### src/rtl/dmap_pkg.sv
package dmap_pkg;

  typedef enum logic [1:0] {
    TGT_DRAM = 2'd0,
    TGT_IO   = 2'd1,
    TGT_IMEM = 2'd2,
    TGT_UMEM = 2'd3
  } tgt_e;

  typedef enum logic [1:0] {
    REG_LOW  = 2'd0,
    REG_WIN  = 2'd1,
    REG_IO   = 2'd2
  } region_e;

  // Base page placed above a window-relative offset; the page size is a
  // power of two, so placement is concatenation rather than addition.
  function automatic logic [31:0] page_offset(input logic [15:0] page,
                                              input logic [15:0] addr,
                                              input int unsigned win_w);
    logic [31:0] lo_mask;
    lo_mask = (32'd1 << win_w) - 32'd1;
    return ({16'd0, page} << win_w) | ({16'd0, addr} & lo_mask);
  endfunction

endpackage

### src/rtl/dmap_region_decode.sv
module dmap_region_decode
  import dmap_pkg::*;
#(
  parameter int unsigned ADDR_W    = 16,
  parameter logic [15:0] WIN_START = 16'h8000,
  parameter logic [15:0] IO_START  = 16'hC000,
  parameter logic [15:0] IO_LEGAL  = 16'hFF00,
  parameter int unsigned IO_SPAN_W = 4
) (
  input  logic [ADDR_W-1:0] addr,
  output region_e           region,
  output logic              io_legal
);
  localparam int unsigned PFX_W = ADDR_W - IO_SPAN_W;
  localparam logic [PFX_W-1:0] LEGAL_PFX = IO_LEGAL[ADDR_W-1:IO_SPAN_W];

  logic above_win;
  logic above_io;

  assign above_win = (addr >= WIN_START[ADDR_W-1:0]);
  assign above_io  = (addr >= IO_START[ADDR_W-1:0]);

  always_comb begin
    if (above_io)       region = REG_IO;
    else if (above_win) region = REG_WIN;
    else                region = REG_LOW;
  end

  assign io_legal = above_io && (addr[ADDR_W-1:IO_SPAN_W] == LEGAL_PFX);
endmodule

### src/rtl/dmap_window_calc.sv
module dmap_window_calc
  import dmap_pkg::*;
#(
  parameter int unsigned ADDR_W   = 16,
  parameter int unsigned MAP_W    = 16,
  parameter int unsigned WIN_W    = 14,
  parameter int unsigned IPAGE_W  = 4,
  parameter int unsigned UPAGE_W  = 3,
  parameter int unsigned SEG_W    = 7,
  parameter int unsigned SEL_BIT  = 12,
  parameter int unsigned OFF_W    = WIN_W + IPAGE_W
) (
  input  logic [MAP_W-1:0]  map,
  input  logic [ADDR_W-1:0] addr,
  output logic              use_imem,
  output logic [OFF_W-1:0]  imem_off,
  output logic [OFF_W-1:0]  umem_off,
  output logic [SEG_W-1:0]  seg
);
  localparam int unsigned SEG_LSB = UPAGE_W;
  localparam int unsigned SEG_MSB = UPAGE_W + SEG_W - 1;

  logic [15:0] ipage;
  logic [15:0] upage;
  logic [31:0] ioff_full;
  logic [31:0] uoff_full;

  assign use_imem = map[SEL_BIT];
  assign ipage    = 16'(map[IPAGE_W-1:0]);
  assign upage    = 16'(map[UPAGE_W-1:0]);
  assign seg      = map[SEG_MSB:SEG_LSB];

  assign ioff_full = page_offset(ipage, 16'(addr), WIN_W);
  assign uoff_full = page_offset(upage, 16'(addr), WIN_W);

  assign imem_off = ioff_full[OFF_W-1:0];
  assign umem_off = uoff_full[OFF_W-1:0];
endmodule

### src/rtl/dmap_map_reg.sv
module dmap_map_reg #(
  parameter int unsigned MAP_W = 16,
  parameter logic [15:0] RST_VAL = 16'h0000
) (
  input  logic             clk,
  input  logic             rst_n,
  input  logic             wr_en,
  input  logic [MAP_W-1:0] wr_data,
  output logic [MAP_W-1:0] map_q
);
  always_ff @(posedge clk or negedge rst_n) begin
    if (!rst_n)     map_q <= RST_VAL[MAP_W-1:0];
    else if (wr_en) map_q <= wr_data;
  end
endmodule

### src/rtl/dmap_fault.sv
module dmap_fault
  import dmap_pkg::*;
(
  input  logic    clk,
  input  logic    rst_n,
  input  logic    valid,
  input  region_e region,
  input  logic    io_legal,
  input  logic    use_imem,
  input  logic    seg_here,
  output logic    io_bad,
  output logic    seg_absent,
  output logic    err_q
);
  logic fault_now;

  assign io_bad     = (region == REG_IO) && !io_legal;
  assign seg_absent = (region == REG_WIN) && !use_imem && !seg_here;
  assign fault_now  = valid && (io_bad || seg_absent);

  always_ff @(posedge clk or negedge rst_n) begin
    if (!rst_n) err_q <= 1'b0;
    else        err_q <= fault_now;
  end
endmodule

### src/rtl/dmap_xlate.sv
module dmap_xlate
  import dmap_pkg::*;
#(
  parameter int unsigned ADDR_W   = 16,
  parameter int unsigned MAP_W    = 16,
  parameter int unsigned WIN_W    = 14,
  parameter int unsigned IPAGE_W  = 4,
  parameter int unsigned UPAGE_W  = 3,
  parameter int unsigned SEG_W    = 7,
  parameter int unsigned SEL_BIT  = 12,
  parameter int unsigned NSEG     = 1 << SEG_W,
  parameter int unsigned OFF_W    = WIN_W + IPAGE_W
) (
  input  logic              clk,
  input  logic              rst_n,
  input  logic              map_wr_en,
  input  logic [MAP_W-1:0]  map_wr_data,
  input  logic              acc_valid,
  input  logic [ADDR_W-1:0] acc_addr,
  input  logic [NSEG-1:0]   seg_present,
  output logic [1:0]        tgt_sel,
  output logic [OFF_W-1:0]  phys_off,
  output logic [SEG_W-1:0]  seg_num,
  output logic              bus_err,
  output logic [MAP_W-1:0]  map_value
);
  localparam int unsigned PAD_W = OFF_W - ADDR_W;

  region_e          region;
  logic             io_legal;
  logic [MAP_W-1:0] map_q;
  logic             use_imem;
  logic [OFF_W-1:0] imem_off;
  logic [OFF_W-1:0] umem_off;
  logic [SEG_W-1:0] seg;
  logic             seg_here;
  logic             io_bad;
  logic             seg_absent;
  logic [OFF_W-1:0] direct_off;
  tgt_e             tgt;

  dmap_region_decode #(.ADDR_W(ADDR_W)) u_dec (
    .addr     (acc_addr),
    .region   (region),
    .io_legal (io_legal)
  );

  dmap_map_reg #(.MAP_W(MAP_W)) u_map (
    .clk     (clk),
    .rst_n   (rst_n),
    .wr_en   (map_wr_en),
    .wr_data (map_wr_data),
    .map_q   (map_q)
  );

  dmap_window_calc #(
    .ADDR_W(ADDR_W), .MAP_W(MAP_W), .WIN_W(WIN_W), .IPAGE_W(IPAGE_W),
    .UPAGE_W(UPAGE_W), .SEG_W(SEG_W), .SEL_BIT(SEL_BIT), .OFF_W(OFF_W)
  ) u_win (
    .map      (map_q),
    .addr     (acc_addr),
    .use_imem (use_imem),
    .imem_off (imem_off),
    .umem_off (umem_off),
    .seg      (seg)
  );

  assign seg_here = seg_present[seg];

  dmap_fault u_flt (
    .clk        (clk),
    .rst_n      (rst_n),
    .valid      (acc_valid),
    .region     (region),
    .io_legal   (io_legal),
    .use_imem   (use_imem),
    .seg_here   (seg_here),
    .io_bad     (io_bad),
    .seg_absent (seg_absent),
    .err_q      (bus_err)
  );

  generate
    if (PAD_W > 0) begin : g_pad
      assign direct_off = {{PAD_W{1'b0}}, acc_addr};
    end else begin : g_trim
      assign direct_off = acc_addr[OFF_W-1:0];
    end
  endgenerate

  always_comb begin
    tgt      = TGT_DRAM;
    phys_off = direct_off;
    seg_num  = '0;
    unique case (region)
      REG_IO:  tgt = TGT_IO;
      REG_WIN: begin
        if (use_imem) begin
          tgt      = TGT_IMEM;
          phys_off = imem_off;
        end else begin
          tgt      = TGT_UMEM;
          phys_off = umem_off;
          seg_num  = seg;
        end
      end
      default: tgt = TGT_DRAM;
    endcase
  end

  assign tgt_sel   = tgt;
  assign map_value = map_q;
endmodule

### config.mk
export PLATFORM = sky130hd
export DESIGN_NAME = dmap_xlate
export DESIGN_NICKNAME = d
export VERILOG_FILES = /design/src/rtl/dmap_pkg.sv /design/src/rtl/dmap_region_decode.sv /design/src/rtl/dmap_window_calc.sv /design/src/rtl/dmap_map_reg.sv /design/src/rtl/dmap_fault.sv /design/src/rtl/dmap_xlate.sv
export SDC_FILE = /design/constraint.sdc
export NUM_CORES = 1
export LEC_CHECK = 0
export BUFFER_PORTS_ARGS = -buffer_cell sky130_fd_sc_hd__buf_2
export CAP_MARGIN = 10
export CORE_MARGIN = 3
export CORE_UTILIZATION = 36
export CTS_CLUSTER_DIAMETER = 30
export DETAILED_ROUTE_END_ITERATION = 7
export PLACE_DENSITY_LB_ADDON = 0.3
export REMOVE_ABC_BUFFERS = 1
export SLEW_MARGIN = 20
export SYNTH_ARGS = -nofsm -noshare
export SYNTH_HDL_FRONTEND = slang
export SYNTH_SLANG_ARGS = --single-unit
### constraint.sdc
create_clock -name clk -period 2.4 [get_ports clk]
set_input_delay 0.36 -clock clk [delete_from_list [all_inputs] [get_ports clk]]
set_output_delay 0.36 -clock clk [all_outputs]
set_load 0.005 [all_outputs]
==> impl_results.md, run 1 <==
- Core Area: ~0.0053 mm²
- Routability congestion estimate: 0.778
- CP arrival: ~2.3 ns
- Worst path slowest cell: dfrtp_2
- Die height: between 80 and 90 µm
- Drt total wl: 6850 µm
- Setup TNS: 0 ns
- Die Area: roughly 0.0065 mm²
- WL per Instance: 15.6 µm
- Initial Util: 0.383
- Hold Path Class: input port to async pin
- Slew margin rel.: 0.671
- Worst path bufs/invs: 1
- Vias/cell: 5.21
- Clk sinks: 17
- Hold buffers post-CTS: 0
- Setup CP Type: flop to flop
- Largest net degree at the start of global routing: 21
- Most common cell after layout, fill and taps aside: buf_2
- Num CTS Buffers: 3
- Cell chain of the critical path: buf_12 -> mux4_2 -> a22oi_1 -> nand3_1 -> a31oi_1 -> a32o_1
- Dpl hpwl: around 6100 µm
- FP Rows: 26
- Startpoint types: flop
- VDD IR-drop max: ~0.00023 V
- Worst-Margin Slew: roughly 0.5 ns
- Clock latency on the worst-skew pair: around 0.24 ns
- Area grow syn2layout: 51.1%
- Status: finished, final reports clean
- Post-synth cell types: 38
- #FFs+latches synth: 17
- Mapped Cells: around 180
- Unrepaired setup endpoints after global routing: no
- CP Capture Point: u_flt.err_q$_DFF_PN0_
- Fmax: around 0.47 GHz
- Antenna violations before repair: 0
- Most frequent cells in the layout: 199 x buf_2, 21 x mux4_2, 18 x nand2_1
- CP top delay family: flip-flops
- DRC errors left: 0
- Final net count: between 500 and 600
- Crit-path max FO: 20
- Synth warnings: 0
- First-pass detailed-route iteration total: 4
- Postcts setup bufs: 0
- Min Hold Slack: roughly 0.021 ns
- Final critical-path required period: approximately 2.1 ns
- Final hold vios: 0
- Power density over cell area: 362 mW/mm²
- R2R Path End: u_flt.err_q$_DFF_PN0_
- Worst r2r src: u_map.map_q[3]$_DFFE_PN0P_
- PortBufs: around 200
- Post-synthesis cell area: 0.00202 mm²
- Max H-tree Level: 1
- Io pins: about 210
- Endpoints failing setup: 0
- Clock transition at the registers of the reported paths: ~0.060 ns
- Avg Inst Size Synth: between 10 and 15 µm²
- Share of layout cells above drive strength 1: 0.688
- Die span in x: 80.9 µm
- Ant. Diodes: 0
- FF-to-FF path depth: 6
- Antenna violation net count after detailed routing: 0
- Reg-to-reg slack, setup: 0.29 ns
- Pins Over Slew Limit: 0
- Register area share after synthesis: 0.211
- Worst EP required: 2.59 ns
- Worst path max stage delay: 0.68 ns
- Crit share post-route: 0.881
- Total grt overflow: 0
- Leakage power total: 1.58 nW
- Vias in the first global route: ~2100
- CTS root buf: clkbuf_8
- DR vias: between 2000 and 2500
- Crit path capture type: flop
- Longest Clk Path Bufs: 2
- DR iter-0 viols: approximately 80
- GRT Util Overall: 0.195
- Global-route wire length before repair: around 9800 µm
- CTS tree: done
- Number of max-cap violations: 0
- Worst Setup SP: u_map.map_q[3]$_DFFE_PN0P_
- CTS-repair resized insts: 0
- Worst Skew: ~0.0027 ns
- Critical path depth in cells: 6
==> report_power, final <==
group          internal, mW  switching [mW]  total, mW
registers             0.315          0.0412      0.356
clock network         0.115          0.0869      0.202
logic                 0.337           0.211      0.547
total                 0.766           0.339       1.11
==> state kept, by name (all words and copies together) (netlist names) <==
signal,count
u_map.map_q,16
u_flt.err_q,1
==> cells by family (layout without fill, tap and decap cells) <==
group / after synthesis / count (layout) / share of synthesized area
AOI/OAI and AO/OA: 29 / 29 / 0.104
buffers and inverters: 34 / 221 / 0.115
DFF: 17 / 17 / 0.211
muxes: 50 / 50 / 0.443
and+or+nand+nor: 51 / 51 / 0.128
==> worst min-delay path by stage <==
stage | slack, ns | cells past startpoint | to | start
final | 0.02 | 1 | u_map.map_q[8]$_DFFE_PN0P_ | rst_n
after global routing | 0.04 | 1 | u_map.map_q[4]$_DFFE_PN0P_ | rst_n
after CTS | 0.03 | 1 | u_map.map_q[15]$_DFFE_PN0P_ | rst_n
after detailed placement | 0.30 | 1 | u_map.map_q[15]$_DFFE_PN0P_ | rst_n
after global placement | 0.30 | 1 | u_map.map_q[15]$_DFFE_PN0P_ | rst_n
after floorplan | 0.06 | 0 | u_flt.err_q$_DFF_PN0_ | rst_n
==> cells in the mapped netlist, drive strengths merged <==
cell type | n | share of area
mux4 | 28 | 0.33
buf | 23 | 0.094
nand2 | 18 | 0.033
dfrtp | 17 | 0.21
mux2 | 13 | 0.073
mux2i | 9 | 0.045
and2 | 8 | 0.025
nor2b | 8 | 0.025
clkbuf | 7 | 0.013
nand3 | 6 | 0.015
o21ai | 6 | 0.015
a22oi | 4 | 0.015
a31oi | 4 | 0.012
nor2 | 4 | 0.0074
and3 | 3 | 0.0093
inv | 3 | 0.0056
a211oi | 2 | 0.0074
a21oi | 2 | 0.0050
a311oi | 2 | 0.0087
a2111oi | 1 | 0.0043
a21boi | 1 | 0.0037
a32o | 1 | 0.0050
a32oi | 1 | 0.0043
clkinv | 1 | 0.0019
nand2b | 1 | 0.0031
nand4 | 1 | 0.0031
nor3b | 1 | 0.0037
o2111ai | 1 | 0.0043
o21a | 1 | 0.0037
o221a | 1 | 0.0056
o311a | 1 | 0.0050
o41ai | 1 | 0.0043
or4 | 1 | 0.0037
==> final cells by class <==
type | count | area, µm²
Tap cell | 70 | 87.6
Multi-Input combinational cell | 130 | 1360
Inverter | 4 | 15.0
Timing Repair Buffer | 213 | 1110
Clock inverter | 1 | 5.00
Sequential cell | 17 | 427
Fill cell | 512 | 2220
Clock buffer | 3 | 41.3
==> through the flow <==
step                instance area, µm²  total power [mW]  setup slack, ns  std cells  utilization
floorplan                         1800             0.633           -0.441        151            -
global placement                  3000             0.911            0.312        434        0.570
detailed placement                3000             0.917            0.283        434        0.570
CTS                               3050              1.12            0.279        438        0.579
global route                      3050              1.19            0.103        438        0.579
finish                            3050              1.11            0.287        438        0.579
==> metal layers <==
layer	up-vias	wire length [µm]	global-route usage
li1	1073	-	-
met1	1061	2510	0.225
met2	142	3660	0.386
met3	4	634	0.0355
met4	0	44	0.0152
met5	-	0	0
Note: power is estimated with default switching activity, not from simulation.
==> inputs of run 2 (changes only) <==
--- a/config.mk
+++ b/config.mk
@@ -11,7 +11,7 @@
 export CORE_UTILIZATION = 36
 export CTS_CLUSTER_DIAMETER = 30
 export DETAILED_ROUTE_END_ITERATION = 7
-export PLACE_DENSITY_LB_ADDON = 0.3
+export PLACE_DENSITY = 0.83
 export REMOVE_ABC_BUFFERS = 1
 export SLEW_MARGIN = 20
 export SYNTH_ARGS = -nofsm -noshare
==> run 2 against run 1 <==
Net effect: critical path depth down 2; non-clock buffer count fell by 8; largest cell class unchanged; clock skew rose by 0.0010 ns; hold slack better by 0.0025 ns; worst setup slack got worse by 0.030 ns; core utilization decreased by 1.1 points; largest power group unchanged; highest routed layer unchanged; sequential share of layout area rose by 0.28 points; clock-buffer cell count is the same; flip-flop and latch count stayed put.
==> impl_results.md, run 2 (synthesis results as in run 1) <==
- Status: finished, final reports clean
- Ant. Diodes: 0 (unchanged)
- CP top delay family: flip-flops
- Num CTS Buffers: 3 (unchanged)
- Global-route wire length before repair: 11100 µm (+12%)
- Clock power frac: 0.189 (+0.007)
- Routability congestion estimate: 0.846 (+8.7%)
- Clock transition at the registers of the reported paths: 0.07 ns (about the same)
- Setup TNS: 0 ns (unchanged)
- Final net count: 525 (-1.5%)
- Biggest regs: u_map.map_q (16), u_flt.err_q (1)
- CTS-repair resized insts: 0 (unchanged)
- Slew margin rel.: 0.502 (-0.169)
- Fmax: 0.467 GHz (-1.4%)
- Drt total wl: 7360 µm (+7.4%)
- Share of layout cells above drive strength 1: 0.681 (-0.00694)
- Antenna violations before repair: 0 (unchanged)
- Final hold vios: 0 (unchanged)
- Die Area: 0.00654 mm² (unchanged)
- Die height: 80.9 µm (unchanged)
- Total grt overflow: 0 (unchanged)
- First-pass detailed-route iteration total: 4 (unchanged)
- Most common cell after layout, fill and taps aside: buf_2
- Number of max-cap violations: 0 (unchanged)
- Final Core Density: 0.567 (-0.0114)
- Power density over cell area: 368 mW/mm² (+1.5%)
- Worst r2r src: u_map.map_q[4]$_DFFE_PN0P_
- Cell chain of the critical path: mux4_2 -> a311oi_1 -> a31oi_1 -> a32o_1
- DRC errors left: 0 (unchanged)
- Crit share post-route: 0.893 (+0.0125)
- Startpoint types: flop
- CTS root buf: clkbuf_8
- Most frequent cells in the layout: 199 x buf_2, 21 x mux4_2, 18 x nand2_1
- Worst path max stage delay: 0.77 ns (+0.09 ns)
- Worst Skew: 0.00371 ns (+0.00105 ns)
- PortBufs: 199 (unchanged)
- Pins Over Slew Limit: 0 (unchanged)
- CP arrival: 2.27 ns (-0.03 ns)
- Reg-to-reg slack, setup: 0.26 ns (-0.03 ns)
- Worst EP required: 2.53 ns (-0.06 ns)
- Crit path capture type: flop
- Unrepaired setup endpoints after global routing: no
- DR vias: 2312 (+1.4%)
- Crit-path max FO: 16 (-20%)
- Antenna violation net count after detailed routing: 0 (unchanged)
- Hold buffers post-CTS: 0 (unchanged)
- Reg power frac: 0.322 (about the same)
- Final Non-Filler Cells: 430 (-1.8%)
- # fillers: 473 (-7.6%)
- CTS tree: done
- Vias in the first global route: 2383 (+12%)
- DR iter-0 viols: 93 (+13%)
- Worst path bufs/invs: 0 (-1)
- Initial Util: 0.383 (unchanged)
- Max H-tree Level: 1 (unchanged)
- Register with the most flip-flops: u_map.map_q
- GRT Util Overall: 0.216 (+0.0204)
- Worst Setup SP: u_map.map_q[4]$_DFFE_PN0P_
- Leakage power total: 1.54 nW (-2.5%)
- Endpoints failing setup: 0 (unchanged)
- Largest net degree at the start of global routing: 32 (+52%)
- Clock latency on the worst-skew pair: 0.25 ns (about the same)
- Min Hold Slack: 0.0237 ns (+0.00245 ns)
- Switching share of power: 0.317 (+0.0105)
- Vias/cell: 5.38 (+3.3%)
- Setup CP Type: flop to flop
- FP Rows: 26 (unchanged)
- Postcts setup bufs: 0 (unchanged)
- Number of flip-flops in the largest register: 16 (unchanged)
- Die span in x: 80.9 µm (unchanged)
- Worst-Margin Slew: 0.746 ns (+0.252 ns)
- VDD IR-drop max: 0.000181 V (-20%)
- Hold Path Class: input port to async pin
- Io pins: 208 (unchanged)
- Final critical-path required period: 2.14 ns (+0.0301 ns)
- Longest Clk Path Bufs: 2 (unchanged)
- Internal Power: 751 µW (-2.0%)
- Worst path slowest cell: dfrtp_1
- Dpl hpwl: 6320 µm (+4.4%)
- WL per Instance: 17.1 µm (+9.4%)
- Core Area: 0.00527 mm² (unchanged)
- Clk sinks: 17 (unchanged)
- Dpl cells: 426 (-1.8%)
- Area grow syn2layout: 48.2%
- Net Sw Power: 349 µW (+2.9%)
- Comb pwr share: 0.490 (-0.005)
-- run 2: cell types whose count changed in the layout (fill, tap and decap cells not counted) --
cell   delta
buf_4     -8
-- run 2: stage by stage --
step           setup slack [ns]  total power, mW  instance area, µm²
6_report                  0.257             1.10                2990
5_1_grt                   0.154             1.18                2990
4_1_cts                   0.264             1.11                2990
3_5_place_dp              0.255            0.901                2940
3_3_place_gp              0.302            0.884                2940
2_1_floorplan            -0.441            0.633                1800
-- run 2: metal layers --
| layer | GRT usage | share of wire |
|---|---|---|
| met1 | 0.248 | 0.38 |
| met2 | 0.419 | 0.52 |
| met3 | 0.0277 | 0.087 |
| met4 | 0.0490 | 0.016 |
| met5 | 0 | 0 |
-- run 2: worst paths after layout --
check	cells past startpoint	to
max	4	u_flt.err_q$_DFF_PN0_
min	1	u_map.map_q[2]$_DFFE_PN0P_
max reg2reg	4	u_flt.err_q$_DFF_PN0_
min reg2reg	1	u_map.map_q[15]$_DFFE_PN0P_
max in group asynchronous	1	u_map.map_q[3]$_DFFE_PN0P_
min in group clk	3	u_map.map_q[8]$_DFFE_PN0P_
-- run 2: final cells by class --
class | count | area, µm² | share of cell area
clock buffers | 3 | 41.3 | 0.0138
clock inverters | 1 | 5.00 | 0.00167
inverters | 4 | 15.0 | 0.00502
multi-input cells | 130 | 1360 | 0.455
flip-flops and latches | 17 | 427 | 0.143
well taps | 70 | 87.6 | 0.0293
repair buffers | 205 | 1050 | 0.352
-- run 2: power groups by stage --
stage / combinational (mW) / sequential (mW) / clock (mW)
3_5_place_dp: 0.542 / 0.359 / 0
6_report: 0.539 / 0.354 / 0.208
4_1_cts: 0.544 / 0.353 / 0.216
2_1_floorplan: 0.246 / 0.387 / 0
3_3_place_gp: 0.528 / 0.356 / 0
5_1_grt: 0.591 / 0.358 / 0.228
==> inputs of run 3 (changes only) <==
--- a/config.mk
+++ b/config.mk
@@ -7,11 +7,12 @@
 export LEC_CHECK = 0
 export BUFFER_PORTS_ARGS = -buffer_cell sky130_fd_sc_hd__buf_2
 export CAP_MARGIN = 10
-export CORE_MARGIN = 3
-export CORE_UTILIZATION = 36
+export CORE_AREA = 3 3 81 83
+export CTS_BUF_LIST = sky130_fd_sc_hd__clkbuf_8
 export CTS_CLUSTER_DIAMETER = 30
 export DETAILED_ROUTE_END_ITERATION = 7
-export PLACE_DENSITY = 0.83
+export DIE_AREA = 0 0 84 86
+export PLACE_DENSITY = 0.77
 export REMOVE_ABC_BUFFERS = 1
 export SLEW_MARGIN = 20
 export SYNTH_ARGS = -nofsm -noshare
==> run 3 against run 2 <==
Net effect: fmax increased by 8.8%; power decreased by 1.0%; register-to-register slack improved by 0.17 ns; cell count increased by 1.2%; global-route usage decreased by 3.4 points; cell area increased by 0.21%; clock-buffer cell count unchanged; worst setup slack improved by 0.17 ns; via count decreased by 4.1%; critical endpoint unchanged; largest power group unchanged; highest routed layer unchanged.
==> impl_results.md, run 3 (synthesis results as in run 1) <==
- Postcts setup bufs: 0 (unchanged)
- Unrepaired setup endpoints after global routing: no
- Share of layout cells above drive strength 1: 0.681 (unchanged)
- Die height: 86 µm (+6.3%)
- Io pins: 208 (unchanged)
- Register with the most flip-flops: u_map.map_q
- Drt total wl: 6830 µm (-7.2%)
- Most common cell after layout, fill and taps aside: buf_2
- PortBufs: 199 (unchanged)
- DR vias: 2218 (-4.1%)
- Antenna violation net count after detailed routing: 0 (unchanged)
- Hold buffers post-CTS: 0 (unchanged)
- Global-route wire length before repair: 10700 µm (-3.0%)
- Clk sinks: 17 (unchanged)
- VDD IR-drop max: 0.000269 V (+48%)
- Pins Over Slew Limit: 0 (unchanged)
- Ant. Diodes: 0 (unchanged)
- Clock latency on the worst-skew pair: 0.24 ns (about the same)
- Slew margin rel.: 0.707 (+0.205)
- Final worst slack: 0.429 ns (+0.172 ns)
- First-pass detailed-route iteration total: 4 (unchanged)
- Max H-tree Level: 1 (unchanged)
- Final critical-path required period: 1.97 ns (-0.172 ns)
- Leakage power total: 1.54 nW (about the same)
- Crit-path max FO: 31 (+15)
- CP top delay family: multiplexers
- Vias in the first global route: 2260 (-5.2%)
- Final hold vios: 0 (unchanged)
- Die span in x: 84 µm (+3.9%)
- Worst r2r src: u_map.map_q[3]$_DFFE_PN0P_
- CTS tree: done
- Crit path capture type: flop
- Place WS: 0.323 ns (+0.0685 ns)
- Worst-Margin Slew: 0.428 ns (-0.317 ns)
- Area grow syn2layout: 48.5%
- Initial Util: 0.341 (-0.0421)
- DRC errors left: 0 (unchanged)
- Dpl hpwl: 6000 µm (-5.0%)
- CP arrival: 2.10 ns (-0.17 ns)
- Number of flip-flops in the largest register: 16 (unchanged)
- Startpoint types: flop
- Cell chain of the critical path: buf_12 -> mux2i_1 -> mux4_2 -> a311oi_1 -> a31oi_1 -> a32o_1
- Worst Setup SP: u_map.map_q[3]$_DFFE_PN0P_
- Largest net degree at the start of global routing: 32 (unchanged)
- FP Rows: 28 (+7.7%)
- Worst path bufs/invs: 1 (+1)
- Clock transition at the registers of the reported paths: 0.06 ns (about the same)
- Fmax: 0.507 GHz (+8.8%)
- Worst EP required: 2.53 ns (about the same)
- DR iter-0 viols: 94 (+1.1%)
- CTS-repair resized insts: 0 (unchanged)
- Antenna violations before repair: 0 (unchanged)
- # fillers: 569 (+20%)
- Worst path max stage delay: 0.49 ns (-0.28 ns)
- Endpoints failing setup: 0 (unchanged)
- Crit share post-route: 0.821 (-0.0719)
- Final net count: 525 (unchanged)
- Area taken by multi-input logic gates: 0.00136 mm² (unchanged)
- Final Core Density: 0.506 (-0.0613)
- WL per Instance: 15.7 µm (-8.3%)
- Die Area: 0.00722 mm² (+10%)
- Total grt overflow: 0 (unchanged)
- Number of max-cap violations: 0 (unchanged)
- Routability congestion estimate: 0.766 (-9.5%)
- Power density over cell area: 363 mW/mm² (-1.2%)
- Worst path slowest cell: mux4_2
- GRT Util Overall: 0.182 (-0.0337)
- Vias/cell: 5.10 (-5.2%)
- Hold Path Class: input port to async pin
- Status: finished, final reports clean
- Setup CP Type: flop to flop
- Register area: 427 µm² (unchanged)
- CTS root buf: clkbuf_8
- Core Area: 0.00592 mm² (+12%)
- Most frequent cells in the layout: 199 x buf_2, 21 x mux4_2, 18 x nand2_1
- Worst Skew: 0.00122 ns (-0.00248 ns)
- Longest Clk Path Bufs: 2 (unchanged)
- Biggest regs: u_map.map_q (16), u_flt.err_q (1)
- Num CTS Buffers: 3 (unchanged)
## run 3: per-stage QoR
stage          TNS (ns)  cells  hold slack, ns  area (µm²)  power, mW
3_3_place_gp          0    431           0.292        2950      0.894
2_1_floorplan    -0.441    151          0.0644        1800      0.633
6_report              0    435          0.0228        3000       1.09
5_1_grt               0    435          0.0507        3000       1.18
3_5_place_dp          0    431           0.300        2950      0.902
4_1_cts               0    435          0.0307        3000       1.11
## run 3: final timing paths
kind / end / slack [ns] / cells after the start
min in group clk: u_map.map_q[5]$_DFFE_PN0P_ / 0.33 / 3
max in group asynchronous: u_map.map_q[3]$_DFFE_PN0P_ / 2.09 / 1
max: u_flt.err_q$_DFF_PN0_ / 0.43 / 6
min reg2reg: u_map.map_q[10]$_DFFE_PN0P_ / 0.51 / 1
min: u_map.map_q[9]$_DFFE_PN0P_ / 0.02 / 1
max reg2reg: u_flt.err_q$_DFF_PN0_ / 0.43 / 6
## run 3: final cells by class
cell class,instances,share of cell area
clock buffer,3,0.0138
sequential,17,0.142
multi-input combinational,130,0.454
inverter,4,0.00501
clock inverter,1,0.00167
tap,75,0.0313
timing repair buffer,205,0.352
## run 3: where the power goes
part           internal (mW)  leakage, nW  switching, mW
clock                  0.115       0.0255         0.0900
combinational          0.320         1.32          0.218
sequential             0.315        0.201         0.0308
total                  0.750         1.54          0.339
## run 3: per-layer routing
layer,track usage,vias to the layer above,share of wire
li1,-,1054,-
met4,0.0219,0,0.0025
met5,0,-,0
met1,0.225,1030,0.38
met3,0.0279,2,0.091
met2,0.344,132,0.53
